## src/rtl/cmtc_pkg.sv

```systemverilog
package cmtc_pkg;
  localparam int BUS_W = 32;
  localparam int NCH   = 2;

  typedef enum logic [2:0] {
    A_CTRL   = 3'd0,
    A_MSKCLR = 3'd1,
    A_MSKSET = 3'd2,
    A_FLAGS  = 3'd3,
    A_COUNT  = 3'd4,
    A_CMP0   = 3'd5,
    A_CMP1   = 3'd6
  } reg_addr_e;

  localparam int B_RUN  = 0;
  localparam int B_SRST = 1;
  localparam int B_WID  = 2;
  localparam int B_TOP  = 4;
  localparam int B_PSC  = 5;

  function automatic logic [BUS_W-1:0] width_mask(input logic [1:0] code);
    case (code)
      2'b01:   width_mask = 32'h0000_00FF;
      2'b10:   width_mask = 32'hFFFF_FFFF;
      default: width_mask = 32'h0000_FFFF;
    endcase
  endfunction

  function automatic int unsigned div_of(input logic [2:0] code);
    if (code <= 3'd4) div_of = 32'd1 << code;
    else              div_of = 32'd1 << (2 * int'(code) - 4);
  endfunction
endpackage

```

## src/rtl/cmtc_prescale.sv

```systemverilog
module cmtc_prescale #(
  parameter int PSC_W = 10
) (
  input  logic       clk,
  input  logic       rst,
  input  logic       run,
  input  logic [2:0] code,
  output logic       tick
);
  import cmtc_pkg::*;

  logic [PSC_W-1:0] pre_q;
  logic [PSC_W-1:0] last;

  assign last = PSC_W'(div_of(code) - 1);
  assign tick = run && (pre_q >= last);

  always_ff @(posedge clk) begin
    if (rst || !run) pre_q <= '0;
    else if (tick)   pre_q <= '0;
    else             pre_q <= pre_q + 1'b1;
  end
endmodule

```

## src/rtl/cmtc_counter.sv

```systemverilog
module cmtc_counter
  import cmtc_pkg::*;
#(
  parameter int CW = BUS_W,
  parameter int NC = NCH
) (
  input  logic                 clk,
  input  logic                 rst,
  input  logic                 clr,
  input  logic                 tick,
  input  logic                 top_cmp,
  input  logic [CW-1:0]        mask,
  input  logic [NC-1:0][CW-1:0] cmp,
  input  logic                 ld,
  input  logic [CW-1:0]        ld_val,
  output logic [CW-1:0]        cnt_q,
  output logic [NC-1:0]        match
);
  logic [CW-1:0] cnt_m;
  logic          wrap;

  assign cnt_m = cnt_q & mask;

  for (genvar i = 0; i < NC; i++) begin : g_cmp
    assign match[i] = tick && (cnt_m == (cmp[i] & mask));
  end

  assign wrap = (top_cmp && match[0]) || (cnt_m == mask);

  always_ff @(posedge clk) begin
    if (rst || clr)  cnt_q <= '0;
    else if (ld)     cnt_q <= ld_val & mask;
    else if (tick)   cnt_q <= wrap ? '0 : cnt_m + 1'b1;
  end
endmodule

```

## src/rtl/cmtc_irq.sv

```systemverilog
module cmtc_irq #(
  parameter int NC = 2
) (
  input  logic          clk,
  input  logic          rst,
  input  logic          clr,
  input  logic [NC-1:0] match,
  input  logic          flag_wr,
  input  logic          set_wr,
  input  logic          unset_wr,
  input  logic [NC-1:0] wbits,
  output logic [NC-1:0] flag_q,
  output logic [NC-1:0] msk_q,
  output logic          irq_q
);
  logic [NC-1:0] flag_d;
  logic [NC-1:0] msk_d;

  always_comb begin
    flag_d = match | (flag_q & ~(flag_wr ? wbits : '0));
    msk_d  = msk_q;
    if (set_wr)   msk_d = msk_d | wbits;
    if (unset_wr) msk_d = msk_d & ~wbits;
  end

  always_ff @(posedge clk) begin
    if (rst || clr) begin
      flag_q <= '0;
      msk_q  <= '0;
      irq_q  <= 1'b0;
    end else begin
      flag_q <= flag_d;
      msk_q  <= msk_d;
      irq_q  <= |(flag_d & msk_d);
    end
  end
endmodule

```

## src/rtl/cmtc_timer.sv

```systemverilog
module cmtc_timer
  import cmtc_pkg::*;
#(
  parameter int ADDR_W = 3,
  parameter int PSC_W  = 10
) (
  input  logic              clk,
  input  logic              rst,
  input  logic [ADDR_W-1:0] bus_addr,
  input  logic              bus_wr,
  input  logic              bus_rd,
  input  logic [BUS_W-1:0]  bus_wdata,
  output logic [BUS_W-1:0]  bus_rdata,
  output logic              irq_o
);
  logic                     en_q, srst_q, top_q;
  logic [1:0]               wid_q;
  logic [2:0]               psc_q;
  logic [NCH-1:0][BUS_W-1:0] cmp_q;
  logic [BUS_W-1:0]         cnt_q, mask;
  logic [NCH-1:0]           match, flag_q, msk_q;
  logic                     tick, run, wr_ok;
  logic                     ctrl_wr, cnt_wr, flag_wr, set_wr, unset_wr;

  assign wr_ok    = bus_wr && !srst_q;
  assign ctrl_wr  = wr_ok && (bus_addr == ADDR_W'(A_CTRL));
  assign unset_wr = wr_ok && (bus_addr == ADDR_W'(A_MSKCLR));
  assign set_wr   = wr_ok && (bus_addr == ADDR_W'(A_MSKSET));
  assign flag_wr  = wr_ok && (bus_addr == ADDR_W'(A_FLAGS));
  assign cnt_wr   = wr_ok && (bus_addr == ADDR_W'(A_COUNT));
  assign run      = en_q && !srst_q;
  assign mask     = width_mask(wid_q);

  always_ff @(posedge clk) begin
    if (rst || srst_q) begin
      en_q   <= 1'b0;
      srst_q <= 1'b0;
      top_q  <= 1'b0;
      wid_q  <= 2'b00;
      psc_q  <= 3'd0;
    end else if (ctrl_wr) begin
      en_q   <= bus_wdata[B_RUN];
      srst_q <= bus_wdata[B_SRST];
      wid_q  <= bus_wdata[B_WID +: 2];
      top_q  <= bus_wdata[B_TOP];
      psc_q  <= bus_wdata[B_PSC +: 3];
    end
  end

  for (genvar i = 0; i < NCH; i++) begin : g_cmpreg
    always_ff @(posedge clk) begin
      if (rst || srst_q)
        cmp_q[i] <= '0;
      else if (wr_ok && (bus_addr == ADDR_W'(int'(A_CMP0) + i)))
        cmp_q[i] <= bus_wdata;
    end
  end

  cmtc_prescale #(.PSC_W(PSC_W)) u_psc (
    .clk  (clk),
    .rst  (rst),
    .run  (run),
    .code (psc_q),
    .tick (tick)
  );

  cmtc_counter #(.CW(BUS_W), .NC(NCH)) u_cnt (
    .clk     (clk),
    .rst     (rst),
    .clr     (srst_q),
    .tick    (tick),
    .top_cmp (top_q),
    .mask    (mask),
    .cmp     (cmp_q),
    .ld      (cnt_wr),
    .ld_val  (bus_wdata),
    .cnt_q   (cnt_q),
    .match   (match)
  );

  cmtc_irq #(.NC(NCH)) u_irq (
    .clk      (clk),
    .rst      (rst),
    .clr      (srst_q),
    .match    (match),
    .flag_wr  (flag_wr),
    .set_wr   (set_wr),
    .unset_wr (unset_wr),
    .wbits    (bus_wdata[NCH-1:0]),
    .flag_q   (flag_q),
    .msk_q    (msk_q),
    .irq_q    (irq_o)
  );

  always_ff @(posedge clk) begin
    if (rst) begin
      bus_rdata <= '0;
    end else if (bus_rd) begin
      case (bus_addr)
        ADDR_W'(A_CTRL):   bus_rdata <= BUS_W'({psc_q, top_q, wid_q, srst_q, en_q});
        ADDR_W'(A_MSKCLR),
        ADDR_W'(A_MSKSET): bus_rdata <= BUS_W'(msk_q);
        ADDR_W'(A_FLAGS):  bus_rdata <= BUS_W'(flag_q);
        ADDR_W'(A_COUNT):  bus_rdata <= cnt_q & mask;
        ADDR_W'(A_CMP0):   bus_rdata <= cmp_q[0] & mask;
        ADDR_W'(A_CMP1):   bus_rdata <= cmp_q[1] & mask;
        default:           bus_rdata <= '0;
      endcase
    end
  end
endmodule

```

## config.mk

```make
export PLATFORM = sky130hd
export DESIGN_NAME = cmtc_timer
export DESIGN_NICKNAME = d
export VERILOG_FILES = /design/src/rtl/cmtc_pkg.sv /design/src/rtl/cmtc_prescale.sv /design/src/rtl/cmtc_counter.sv /design/src/rtl/cmtc_irq.sv /design/src/rtl/cmtc_timer.sv
export SDC_FILE = /design/constraint.sdc
export NUM_CORES = 1
export LEC_CHECK = 0
export BUFFER_PORTS_ARGS = -buffer_cell sky130_fd_sc_hd__buf_2
export CAP_MARGIN = 5
export CORE_UTILIZATION = 38
export DETAILED_ROUTE_END_ITERATION = 8
export HOLD_SLACK_MARGIN = 0.02
export PLACE_DENSITY_LB_ADDON = 0.08
export REMOVE_ABC_BUFFERS = 1
export SYNTH_ARGS = -nofsm -noshare
export SYNTH_HDL_FRONTEND = slang
export SYNTH_SLANG_ARGS = --single-unit
```

## constraint.sdc

```tcl
create_clock -name clk -period 3.8 [get_ports clk]
set_clock_uncertainty 0.1 [all_clocks]
set_input_delay 0.57 -clock clk [delete_from_list [all_inputs] [get_ports clk]]
set_output_delay 0.57 -clock clk [all_outputs]
set_load 0.1 [all_outputs]
```

Yosys cells after proc, flatten, opt, wreduce, memory -nomap -nowiden:

Index checks and enable logic that the tools add are counted.

* bits of input ports: 39
* output and inout bits: 33
* bits in registers: 151
* word-level logic and storage cells: 75

* reductions and logical operators: 23
* add/sub/neg operators: 4
* equality and inequality tests: 11
* shift-type cells: 2
* multiplexer cells: 9
* bitwise operators: 11
* $lt $le $gt $ge: 2

Operators by type and width (count)
* $pmux 32 s6: 1
* $and 32x32->32: 4
* $eq 32x32->1: 3
* $mux 32: 3
* $pmux 32 s2: 1
* $add 32x1->32 const B: 1
* $shl 1x32->10 const A: 1
* $logic_and 1x1->1: 13
* $add 10x1->10 const B: 1
* $ge 10x10->1: 1
* $mux 10: 1
* $shl 1x3->10 const A: 1
* $sub 10x1->10 const B: 1
* $eq 3x3->1 const B: 3
* $and 2x2->2: 3
* $eq 3x2->1 const B: 2
* $mux 2: 3
* $reduce_or 2->1: 3
* $sub 4x3->5 const B: 1
* $not 2->2: 2
* $or 2x2->2: 2
* $eq 3x1->1 const B: 1
* $le 3x3->1 const B: 1
* $logic_not 3->1: 1
* other kinds (5): 8

Longest topological paths before layout:

Gate-level depths: netlist (run 1).

* depth after elaboration: 12
* depth in mapped cells: 12
* mapped depth without buffers: 9

By module:

A second synthesis (run 1) with hierarchy kept.

* cell total of the unflattened synthesis: 1111
* area total of the unflattened synthesis: 8723.4 um^2

By module, submodules not included
* cmtc_timer: area an instance 4250.3 um^2, cells an instance 523, times used 1, seq. area each 2082.0 um^2
* cmtc_counter: area an instance 3535.9 um^2, cells an instance 491, times used 1, seq. area each 640.6 um^2
* cmtc_prescale: area an instance 757.0 um^2, cells an instance 79, times used 1, seq. area each 200.2 um^2
* cmtc_irq: area an instance 180.2 um^2, cells an instance 18, times used 1, seq. area each 100.1 um^2

Worst setup path before layout (run 1):

No wires, ideal clock.

* path kind: register to register
* start point: register psc_q[2]
* end point: register u_cnt.cnt_q[30]
* data required time: 3.622 ns
* buffers on the path: 2
* cell stages (with the launch flop): 12
* slack: 1.137 ns
* clock period less this slack: 2.663 ns
* arrival time: 2.485 ns
* library setup time: 0.078 ns
* cells stage by stage: dfxtp_1 clkbuf_1 or3_1 ha_1 nand2b_1 a21oi_1 o21ai_0 o21a_1 nor2_1 buf_2 a21oi_1 nor3_1

* longest elaborated chain between the ends: 12
* elaborated cells on any way between the ends: 15
* classes of those cells: add/sub (2); order compare (2); shift (2); mux (4); reduce/logical (5)

RTL lines
* from (decl): line cmtc_timer.sv:18 `logic [2:0] psc_q;`
* from (signal assigned): line cmtc_timer.sv:46 `psc_q <= bus_wdata[B_PSC +: 3];`
* $sub 4x3->5: line cmtc_pkg.sv:31 `else div_of = 32'd1 << (2 * int'(code) - 4);`
* $shl 1x32->10: line cmtc_pkg.sv:31
* $mux 10 *: line cmtc_pkg.sv:30 `if (code <= 3'd4) div_of = 32'd1 << code;`
* $sub 10x1->10 *: line cmtc_prescale.sv:15 `assign last = PSC_W'(div_of(code) - 1);`
* $ge 10x10->1 *: line cmtc_prescale.sv:16 `assign tick = run && (pre_q >= last);`
* $logic_and 1x1->1 *: line cmtc_prescale.sv:16
* $logic_and 1x1->1: line cmtc_counter.sv:25 `assign match[i] = tick && (cnt_m == (cmp[i] & mask));`
* $logic_and 1x1->1: line cmtc_counter.sv:28 `assign wrap = (top_cmp && match[0]) || (cnt_m == mask);`
* $logic_or 1x1->1: line cmtc_counter.sv:28
* $mux 32 (2 in a row): line cmtc_counter.sv:33 `else if (tick) cnt_q <= wrap ? '0 : cnt_m + 1'b1;`
* $mux 32: line cmtc_counter.sv:32 `else if (ld) cnt_q <= ld_val & mask;`
* to (signal assigned): line cmtc_counter.sv:32
* to (signal assigned): line cmtc_counter.sv:33
* to (decl): line cmtc_counter.sv:16 `output logic [CW-1:0] cnt_q,`

Mark *: on every way between the ends. The rest lies on a longest branch, timed or not. The select of a mux whose other input is x is not followed.
A chain may end at the register's enable or synchronous reset.

Final worst setup path (run 1):

* start point: register psc_q[2]
* end point: register u_cnt.cnt_q[17]

The elaborated chain is that of the path after synthesis.

==> reports/metrics.cfg, run 1 <==
[worst_setup_path]
rrSetupSlack_ns=0.76
cp_max_fo=18
cpMaxStageDelayCell=a21boi_4
max_stage_delay_ns=0.60
crit_buf_inv=0
critPathTopFamily=compound AO/OA/AOI/OAI gates
worstSetupPathType=flop to flop
r2r-start=psc_q[2]
critPathLaunch=psc_q[2]
critPathCaptureType=flop
endpoint=u_cnt.cnt_q[17]
worstPathCellList=nand2_1 -> ha_1 -> a211oi_1 -> a2bb2oi_1 -> o21ai_0 -> o21a_1 -> a21boi_4 -> nand3_1 -> a31oi_1
arrival_ns=3.30
timing.rr.end=u_cnt.cnt_q[17]
reg2regPathDepth=9
worst_setup_path_start_kind=flop
critical_path_depth=9
crit_required_ns=4.06

[die]
die_area_um2=22730
rows=54
die_x_um=150.8
start_util=0.3866
boundaryPins=72
fp.dieH_um=150.8
design.core.area_um2=21760

[drt]
num_vias=7976
detail_route.wl_per_cell_um=19.91
met1_length_um=13030
drc=0
drtPass1Iterations=5
route.met2.wl_um=13290
via_per_inst=5.593
ant_nets=0
met3_wirelength_um=1325
drt-initial-drc-count=583
drt_wl_total_um=28400
top_layer=met4

[yosys]
async_flop_share=0
ys_ff_latch=151
yosys_warnings=0
synth_cells=1096
synth_edf_count=0
synth_area_um2=8412
synth_ff_type=dfxtp_1
synth.distinct_cells=63
yosysSeqAreaShare=0.3594
syn_area_per_cell_um2=7.675

[timing]
slew_violations=0
worstMarginPinSlew_ns=0.9667
hold_viol_final=0
rsz0062_at_grt=false
slew_headroom=0.3555
fin_setup_tns_ns=0
max_freq_mhz=328.9
setup_violations=0
min_period_over_period=0.8001
hold_ws_ns=0.2958
period_needed_ns=3.040

[cells_and_area]
final_common_cell=nand2_1
n_antenna_cell=0
nNetsFinal=1184
final_cell_mix=nand2_1 (201), dfxtp_1 (151), a21oi_1 (124)
syn_to_final_growth_pct=14.44
drive_gt1_frac=0.1527
fin_util=0.4425

[place]
portBuffers=71
routabilityCongestion=0.9045
dp_hpwl_um=19690

[clock_tree]
path_clk_slew_ns=0.07
cts_max_level=4
tritoncts=done
cts_max_path_buffers=2
post_cts_buffers=0
post_cts_resized=0
cts_buffers=17
clk_latency_ns=0.44
cts.sinks=151
postCtsHoldBufs=0
clockRootBuffer=clkbuf_16

[global_routing]
grt_pass1_vias=7596
antenna_found_initial=0
grt_max_degree=42
grt_first_pass_wirelength_um=44510
grt_overflow=0
track_usage=0.2612

[flow_run]
max-cap-violations=0

[pwr]
power_density_nw_per_um2=409.3
power.leakage_nw=3.713
ir_drop_uv=270.0

[worst_hold_path]
hp-class=primary input to flop

[outcome]
status=complete, no violations

[flip-flops by register name, summed over array words and instances, names as in the netlist]
register	flops
cmp_q	64
bus_rdata	32
u_cnt.cnt_q	32
u_psc.pre_q	10
psc_q	3
u_irq.flag_q	2
u_irq.msk_q	2
wid_q	2
en_q	1
srst_q	1
top_q	1
u_irq.irq_q	1
[report_power, final]
group / leakage [nW] / total, mW / switching, mW / internal [mW]
logic: 2.19 / 0.413 / 0.273 / 0.140
clock network: 0.301 / 1.86 / 0.751 / 1.11
registers: 1.22 / 1.67 / 0.0519 / 1.62
total: 3.71 / 3.94 / 1.08 / 2.86
[worst reg2reg max path: cells and delay by family, from the launching register on]
family                   cells  cell delay [ns]
adder cells (fa/ha/maj)      1             0.31
AO/OA/AOI/OAI                6             1.69
AND/OR/NAND/NOR              2             0.36
flip-flops                   1             0.50
[cell type report]
class	instances	area (um2)
flip-flops and latches	151	3023
fillers	2252	12130
multi-input cells	837	4907
well taps	280	350.3
clock buffers	18	429.2
repair buffers	113	670.6
inverters	13	48.80
clock inverters	14	197.7
[per-layer routing]
metal,global-route usage,vias up
met5,0,-
met4,0.08850,0
met3,0.03825,42
met2,0.4266,243
met1,0.3509,3786
li1,-,3905
[cell families (layout without fill, tap and decap cells)]
| kind of cell | count (synthesis) | count (layout) | share of synthesized area |
|---|---|---|---|
| XOR/XNOR | 85 | 85 | 0.08850 |
| multiplexers | 14 | 14 | 0.01859 |
| AO/OA/AOI/OAI | 277 | 277 | 0.2084 |
| AND/OR/NAND/NOR | 449 | 449 | 0.2491 |
| adder cells (fa/ha/maj) | 12 | 12 | 0.01785 |
| buffers and inverters | 108 | 158 | 0.05816 |
| flip-flops | 151 | 151 | 0.3594 |
[per-stage QoR]
stage	total power, mW	setup slack, ns	area [um2]	cells
2_1_floorplan	1.919	0.1135	7971	1001
3_3_place_gp	2.115	0.8761	9000	1394
3_5_place_dp	2.117	0.8268	9000	1394
4_1_cts	3.971	0.7709	9627	1426
5_1_grt	4.080	0.5356	9627	1426
6_report	3.940	0.7596	9627	1426
[synth_stat cells (all sizes together) (3+ instances only)]
master | count | area, um2
a211oi | 4 | 42.54
a21oi | 124 | 620.6
a221oi | 10 | 112.6
a222oi | 13 | 130.1
a22o | 4 | 35.03
a22oi | 24 | 180.2
a2bb2oi | 4 | 35.03
a31o | 4 | 35.03
a31oi | 11 | 68.82
and2 | 7 | 43.79
and3 | 11 | 68.82
and4 | 5 | 46.29
buf | 42 | 241.5
clkbuf | 53 | 198.9
dfxtp | 151 | 3023
ha | 12 | 150.1
inv | 13 | 48.79
mux2 | 3 | 33.78
mux2i | 10 | 100.1
nand2 | 201 | 754.5
nand2b | 7 | 43.79
nand3 | 41 | 210.2
nand4 | 22 | 158.9
nor2 | 98 | 367.9
nor2b | 11 | 68.82
nor3 | 16 | 96.35
nor4 | 19 | 152.7
o21a | 5 | 37.54
o21ai | 57 | 285.3
o22ai | 4 | 25.02
or3 | 4 | 25.02
xnor2 | 30 | 262.8
xor2 | 55 | 481.7
[worst min path at each step]
stage                   start        endpoint  slack, ns  cells after the start
2_1_floorplan  u_psc.pre_q[0]  u_psc.pre_q[0]       0.34                      1
3_3_place_gp     bus_rdata[0]    bus_rdata[0]       0.34                      2
3_5_place_dp     bus_rdata[0]    bus_rdata[0]       0.35                      2
4_1_cts         bus_wdata[21]       cmp_q[53]       0.29                      3
5_1_grt         bus_wdata[17]       cmp_q[17]       0.29                      3
6_report        bus_wdata[19]       cmp_q[19]       0.30                      3
Power figures use the tool's default switching activity.
==> inputs of run 2 (changes only) <==
--- a/config.mk
+++ b/config.mk
@@ -5,6 +5,7 @@
 export SDC_FILE = /design/constraint.sdc
 export NUM_CORES = 1
 export LEC_CHECK = 0
+export ABC_AREA = 1
 export BUFFER_PORTS_ARGS = -buffer_cell sky130_fd_sc_hd__buf_2
 export CAP_MARGIN = 5
 export CORE_UTILIZATION = 38
==> constraint.sdc (replaced) <==
create_clock -name clk -period 2.8 [get_ports clk]
set_clock_uncertainty 0.1 [all_clocks]
set_input_delay 0.42 -clock clk [delete_from_list [all_inputs] [get_ports clk]]
set_output_delay 0.42 -clock clk [all_outputs]
set_load 0.1 [all_outputs]
==> run 2 against run 1 <==
Against the previous run:
- final area rose by 11%
- core utilization rose by 0.69 points
- sequential power rose by 37%
- critical endpoint is now u_cnt.cnt_q[8]
- highest routed layer is now met5
==> reports/metrics.cfg, run 2 <==
[timing]
hold_viol_final=0  ; unchanged
min_period_over_period=0.9008  ; +0.1007
period_needed_ns=2.522  ; -0.5183 ns
worstMarginPinSlew_ns=0.9229  ; -0.04380 ns
slew_headroom=0.3839  ; +0.02830
slew_violations=0  ; unchanged
hold_ws_ns=0.1033  ; -0.1925 ns
max_freq_mhz=396.5  ; +21%
setup_violations=0  ; unchanged
rsz0062_at_grt=false

[yosys]
synth.area.top_cells=dfxtp_1 (33%), nand2_1 (11%), o21ai_0 (8.7%), a21oi_1 (8.7%), nor2_1 (8.2%)
synth_most_common_cell=nand2_1
synth_cells=1458  ; +33%
async_flop_share=0  ; unchanged
synth_edf_count=0  ; unchanged
synth.distinct_cells=43  ; -32%
yosysSeqAreaShare=0.3251  ; -0.03428
yosysTopAreaCell=dfxtp_1
syn_area_per_cell_um2=6.378  ; -17%
ys_ff_latch=151  ; unchanged
synth_area_um2=9299  ; +11%
yosys_warnings=0  ; unchanged
synth_common_cells=nand2_1 (263), nor2_1 (203), o21ai_0 (162)
synth_ff_type=dfxtp_1
synth_top_area_share=0.3251  ; -0.03428

[global_routing]
grt_pass1_vias=9053  ; +19%
track_usage=0.2716  ; +0.01040
grt_first_pass_wirelength_um=51630  ; +16%
grt_max_degree=57  ; +36%
grt_overflow=0  ; unchanged
antenna_found_initial=1  ; +1

[pwr]
power_density_nw_per_um2=497.9  ; +22%
power.total_mw=5.315  ; +35%
power.leakage_nw=4.399  ; +18%
ir_drop_uv=372.0  ; +38%

[worst_setup_path]
cp_max_fo=17  ; -1
critPathCaptureType=flop
worstSetupPathType=flop to flop
critPathTopFamily=simple AND/OR/NAND/NOR gates
max_stage_delay_ns=0.45  ; -0.15 ns
worst_setup_path_start_kind=flop
cpMaxStageDelayCell=dfxtp_1
crit_buf_inv=2  ; +2
worstPathCellList=inv_4 -> nand2_4 -> buf_12 -> nor2_2 -> nand2_1 -> nand4_1 -> nor2_1 -> nand2_1 -> nor2_1 -> nand3_1 -> nand3_1 -> a21oi_1
arrival_ns=2.75  ; -0.55 ns
crit_required_ns=3.03  ; -1.03 ns

[clock_tree]
clk_latency_ns=0.44  ; about the same
post_cts_buffers=0  ; unchanged
cts_max_path_buffers=2  ; unchanged
cts_max_level=4  ; unchanged
path_clk_slew_ns=0.07  ; about the same
clockRootBuffer=clkbuf_16
tritoncts=done
cts.sinks=151  ; unchanged
cts_buffers=17  ; unchanged

[place]
place_area_um2=10070  ; +12%
portBuffers=71  ; unchanged
routabilityCongestion=0.9220  ; +1.9%
dp_hpwl_um=23560  ; +20%
dp.cells=1822  ; +31%

[die]
rows=56  ; +3.7%
boundaryPins=72  ; unchanged
start_util=0.3915  ; +0.004842
die_area_um2=25100  ; +10%
die_x_um=158.4  ; +5.1%
fp.dieH_um=158.4  ; +5.1%
design.core.area_um2=23750  ; +9.2%

[cells_and_area]
largest_reg_flops=64  ; unchanged
drive_gt1_frac=0.1309  ; -0.02176
final_common_cell=nand2_1
syn_to_final_growth_pct=14.79
top_regs=cmp_q x64, bus_rdata x32, u_cnt.cnt_q x32
regMostFlops=cmp_q
n_antenna_cell=0  ; unchanged
fin_cells=1854  ; +30%
fin_area_um2=10670  ; +11%
nNetsFinal=1573  ; +33%
final_cell_mix=nand2_1 (263), nor2_1 (202), o21ai_0 (162)

[drt]
drt-initial-drc-count=760  ; +30%
via_per_inst=5.265  ; -5.9%
num_vias=9762  ; +22%
drc=0  ; unchanged
detail_route.wl_per_cell_um=17.65  ; -11%
drt_wl_total_um=32720  ; +15%
ant_nets=0  ; unchanged
drtPass1Iterations=7  ; +2

[worst_hold_path]
hp-class=primary input to flop

[outcome]
status=complete, no violations

[flow_run]
max-cap-violations=0  ; unchanged

## run 2: cell type report
cell class / instances / area [um2]
fillers: 2572 / 13080
multi-input cells: 1075 / 5323
flip-flops and latches: 151 / 3023
repair buffers: 113 / 708.2
inverters: 164 / 624.3
clock buffers: 20 / 456.7
well taps: 319 / 399.1
clock inverters: 12 / 140.1
## run 2: layer usage
metal | up-vias | track usage | routed length, um
met5 | - | 0 | 13
met4 | 2 | 0.08013 | 558
met3 | 27 | 0.04300 | 1828
met2 | 278 | 0.4240 | 14430
met1 | 4518 | 0.3821 | 15890
li1 | 4937 | - | -
## run 2: metrics by stage
stage                     setup TNS [ns]  worst slack, ns  utilization
after floorplan                   -50.46           -1.029            -
after global placement                 0           0.3098       0.4241
after detailed placement               0           0.2920       0.4241
after CTS                              0           0.2938       0.4492
after global routing                   0          0.04826       0.4494
final                                  0           0.2778       0.4494
## run 2: cells by family after synthesis
family	synth area share
compound gates	0.2051
xor+xnor	0.03297
fa+ha+maj	0.01615
buf+inv	0.1033
flops	0.3251
simple gates	0.3174
## run 2: worst paths after layout
kind | slack, ns | cells after the start | end | startpoint
setup / recovery | 0.28 | 12 | u_cnt.cnt_q[8] | wid_q[0]
hold / removal | 0.10 | 2 | u_irq.msk_q[1] | bus_wdata[1]
setup reg to reg | 0.28 | 12 | u_cnt.cnt_q[8] | wid_q[0]
hold reg to reg | 0.36 | 2 | bus_rdata[22] | bus_rdata[22]
## run 2: repair_timing
action,CTS,global route
hold buffers,0,0
gates resized for setup,0,1
endpoints found under the hold margin,0,0
setup endpoints to repair,0,1
## run 2: power breakdown
| group | internal [mW] | leakage, nW | switching, mW |
|---|---|---|---|
| Combinational | 0.186 | 2.90 | 0.445 |
| Sequential | 2.21 | 1.22 | 0.0662 |
| Clock | 1.37 | 0.278 | 1.03 |
| Total | 3.77 | 4.40 | 1.54 |
==> inputs of run 3 (changes only) <==
==> constraint.sdc (replaced) <==
create_clock -name clk -period 2.5 [get_ports clk]
set_clock_uncertainty 0.1 [all_clocks]
set_input_delay 0.375 -clock clk [delete_from_list [all_inputs] [get_ports clk]]
set_output_delay 0.375 -clock clk [all_outputs]
set_load 0.1 [all_outputs]
==> run 3 against run 2 <==
Against the previous run:
- fmax up 7.2%
- non-clock buffer count rose by 15
- via count grew 1.2%
- worst hold slack worse by 0.031 ns
- wire length up 1.7%
- combinational power rose by 13%
- first-iteration DRC count fell by 2.4%
- register-to-register slack got worse by 0.13 ns
- highest routed layer is now met4
==> reports/metrics.cfg, run 3 (same netlist as run 2, synthesis figures left out) <==
[worst_setup_path]
arrival_ns=2.57  ; -0.18 ns
worstSetupPathType=flop to flop
critPathCaptureType=flop
crit_required_ns=2.72  ; -0.31 ns
worst_setup_path_start_kind=flop
cp_max_fo=20  ; +3

[timing]
rsz0062_at_grt=false
hold_ws_ns=0.07256  ; -0.03074 ns
slew_headroom=0.3611  ; -0.02273
max_freq_mhz=425.1  ; +7.2%
setup_violations=0  ; unchanged
worstMarginPinSlew_ns=0.9569  ; +0.03405 ns
min_period_over_period=0.9410  ; +0.04025
period_needed_ns=2.353  ; -0.1696 ns
hold_viol_final=0  ; unchanged
slew_violations=0  ; unchanged

[drt]
drt-initial-drc-count=742  ; -2.4%
drc=0  ; unchanged
detail_route.wl_per_cell_um=17.80  ; +0.84%
drtPass1Iterations=5  ; -2
drt_wl_total_um=33260  ; +1.7%
num_vias=9882  ; +1.2%
via_per_inst=5.287  ; +0.42%
ant_nets=0  ; unchanged

[cells_and_area]
syn_to_final_growth_pct=16.98
n_antenna_cell=0  ; unchanged
final_common_cell=nand2_1
top_regs=cmp_q x64, bus_rdata x32, u_cnt.cnt_q x32
final_cell_mix=nand2_1 (261), nor2_1 (201), a21oi_1 (161), o21ai_0 (161), inv_1 (153)
largest_reg_flops=64  ; unchanged
nNetsFinal=1588  ; +0.95%
regMostFlops=cmp_q
drive_gt1_frac=0.1445  ; +0.01357

[clock_tree]
cts_max_path_buffers=2  ; unchanged
clockRootBuffer=clkbuf_16
cts_buffers=17  ; unchanged
post_cts_buffers=0  ; unchanged
cts_max_level=4  ; unchanged
clk_latency_ns=0.44  ; about the same
tritoncts=done
cts.sinks=151  ; unchanged
postCtsHoldBufs=0  ; unchanged
post_cts_resized=0  ; unchanged
path_clk_slew_ns=0.07  ; about the same

[global_routing]
grt_first_pass_wirelength_um=51940  ; +0.62%
grt_overflow=0  ; unchanged
grt_max_degree=57  ; unchanged
antenna_found_initial=0  ; -1
grt_pass1_vias=9098  ; +0.50%
track_usage=0.2717  ; about the same

[die]
die_x_um=158.4  ; unchanged
die_area_um2=25100  ; unchanged
rows=56  ; unchanged
boundaryPins=72  ; unchanged
design.core.area_um2=23750  ; unchanged
start_util=0.3915  ; unchanged
fp.dieH_um=158.4  ; unchanged

[place]
portBuffers=71  ; unchanged
dp_hpwl_um=24010  ; +1.9%
routabilityCongestion=0.9319  ; +1.1%

[pwr]
power_density_nw_per_um2=555.9  ; +12%
power.total_mw=6.047  ; +14%
power.leakage_nw=4.503  ; +2.4%
ir_drop_uv=364.6  ; -2.0%

[worst_hold_path]
hp-class=primary input to flop

[outcome]
status=complete, no violations

[flow_run]
max-cap-violations=0  ; unchanged

-- run 3: critical path, cell delays in order (launching register included) --
cell	delay (ns)
dfxtp_1	0.38
inv_4	0.11
nand2_4	0.18
buf_4	0.21
o21ai_0	0.07
nor2_1	0.09
nor3_1	0.39
nand2_1	0.09
nor2_1	0.18
nand3_2	0.22
nand3_1	0.14
a21oi_1	0.08
-- run 3: final timing paths --
path / cells after the start / to / slack (ns) / from
max: 11 / u_cnt.cnt_q[29] / 0.15 / wid_q[1]
min: 2 / u_irq.msk_q[1] / 0.07 / bus_wdata[1]
max reg2reg: 11 / u_cnt.cnt_q[29] / 0.15 / wid_q[1]
min reg2reg: 2 / bus_rdata[3] / 0.36 / bus_rdata[3]
-- run 3: final cells by class --
class / count / area, um2
fill: 2561 / 12870
multi-input combinational: 1075 / 5340
sequential: 151 / 3034
timing repair buffer: 128 / 870.8
inverter: 164 / 623.1
clock buffer: 19 / 442.9
tap: 319 / 399.1
clock inverter: 13 / 167.7
-- run 3: layer usage --
layer	part of all wire	wire length, um	global-route usage
met3	0.044	1473	0.03157
met5	0	0	0
met4	0.024	791	0.08700
met1	0.49	16290	0.3845
met2	0.44	14700	0.4269
-- run 3: power by group --
part,switching [mW],total [mW],leakage (nW),internal (mW)
sequential,0.0845,2.56,1.23,2.48
clock,1.16,2.77,0.295,1.61
combinational,0.496,0.717,2.98,0.221
-- run 3: per-stage QoR --
| stage | worst slack, ns | cell area [um2] | setup TNS [ns] | utilization | cells |
|---|---|---|---|---|---|
| floorplan | -1.284 | 8959 | -80.81 | - | 1390 |
| global placement | 0.1102 | 10200 | 0 | 0.4296 | 1836 |
| detailed placement | 0.08344 | 10200 | 0 | 0.4296 | 1836 |
| CTS | 0.05768 | 10810 | 0 | 0.4553 | 1868 |
| global route | 0.009572 | 10880 | 0 | 0.4580 | 1869 |
| finish | 0.1474 | 10880 | 0 | 0.4580 | 1869 |
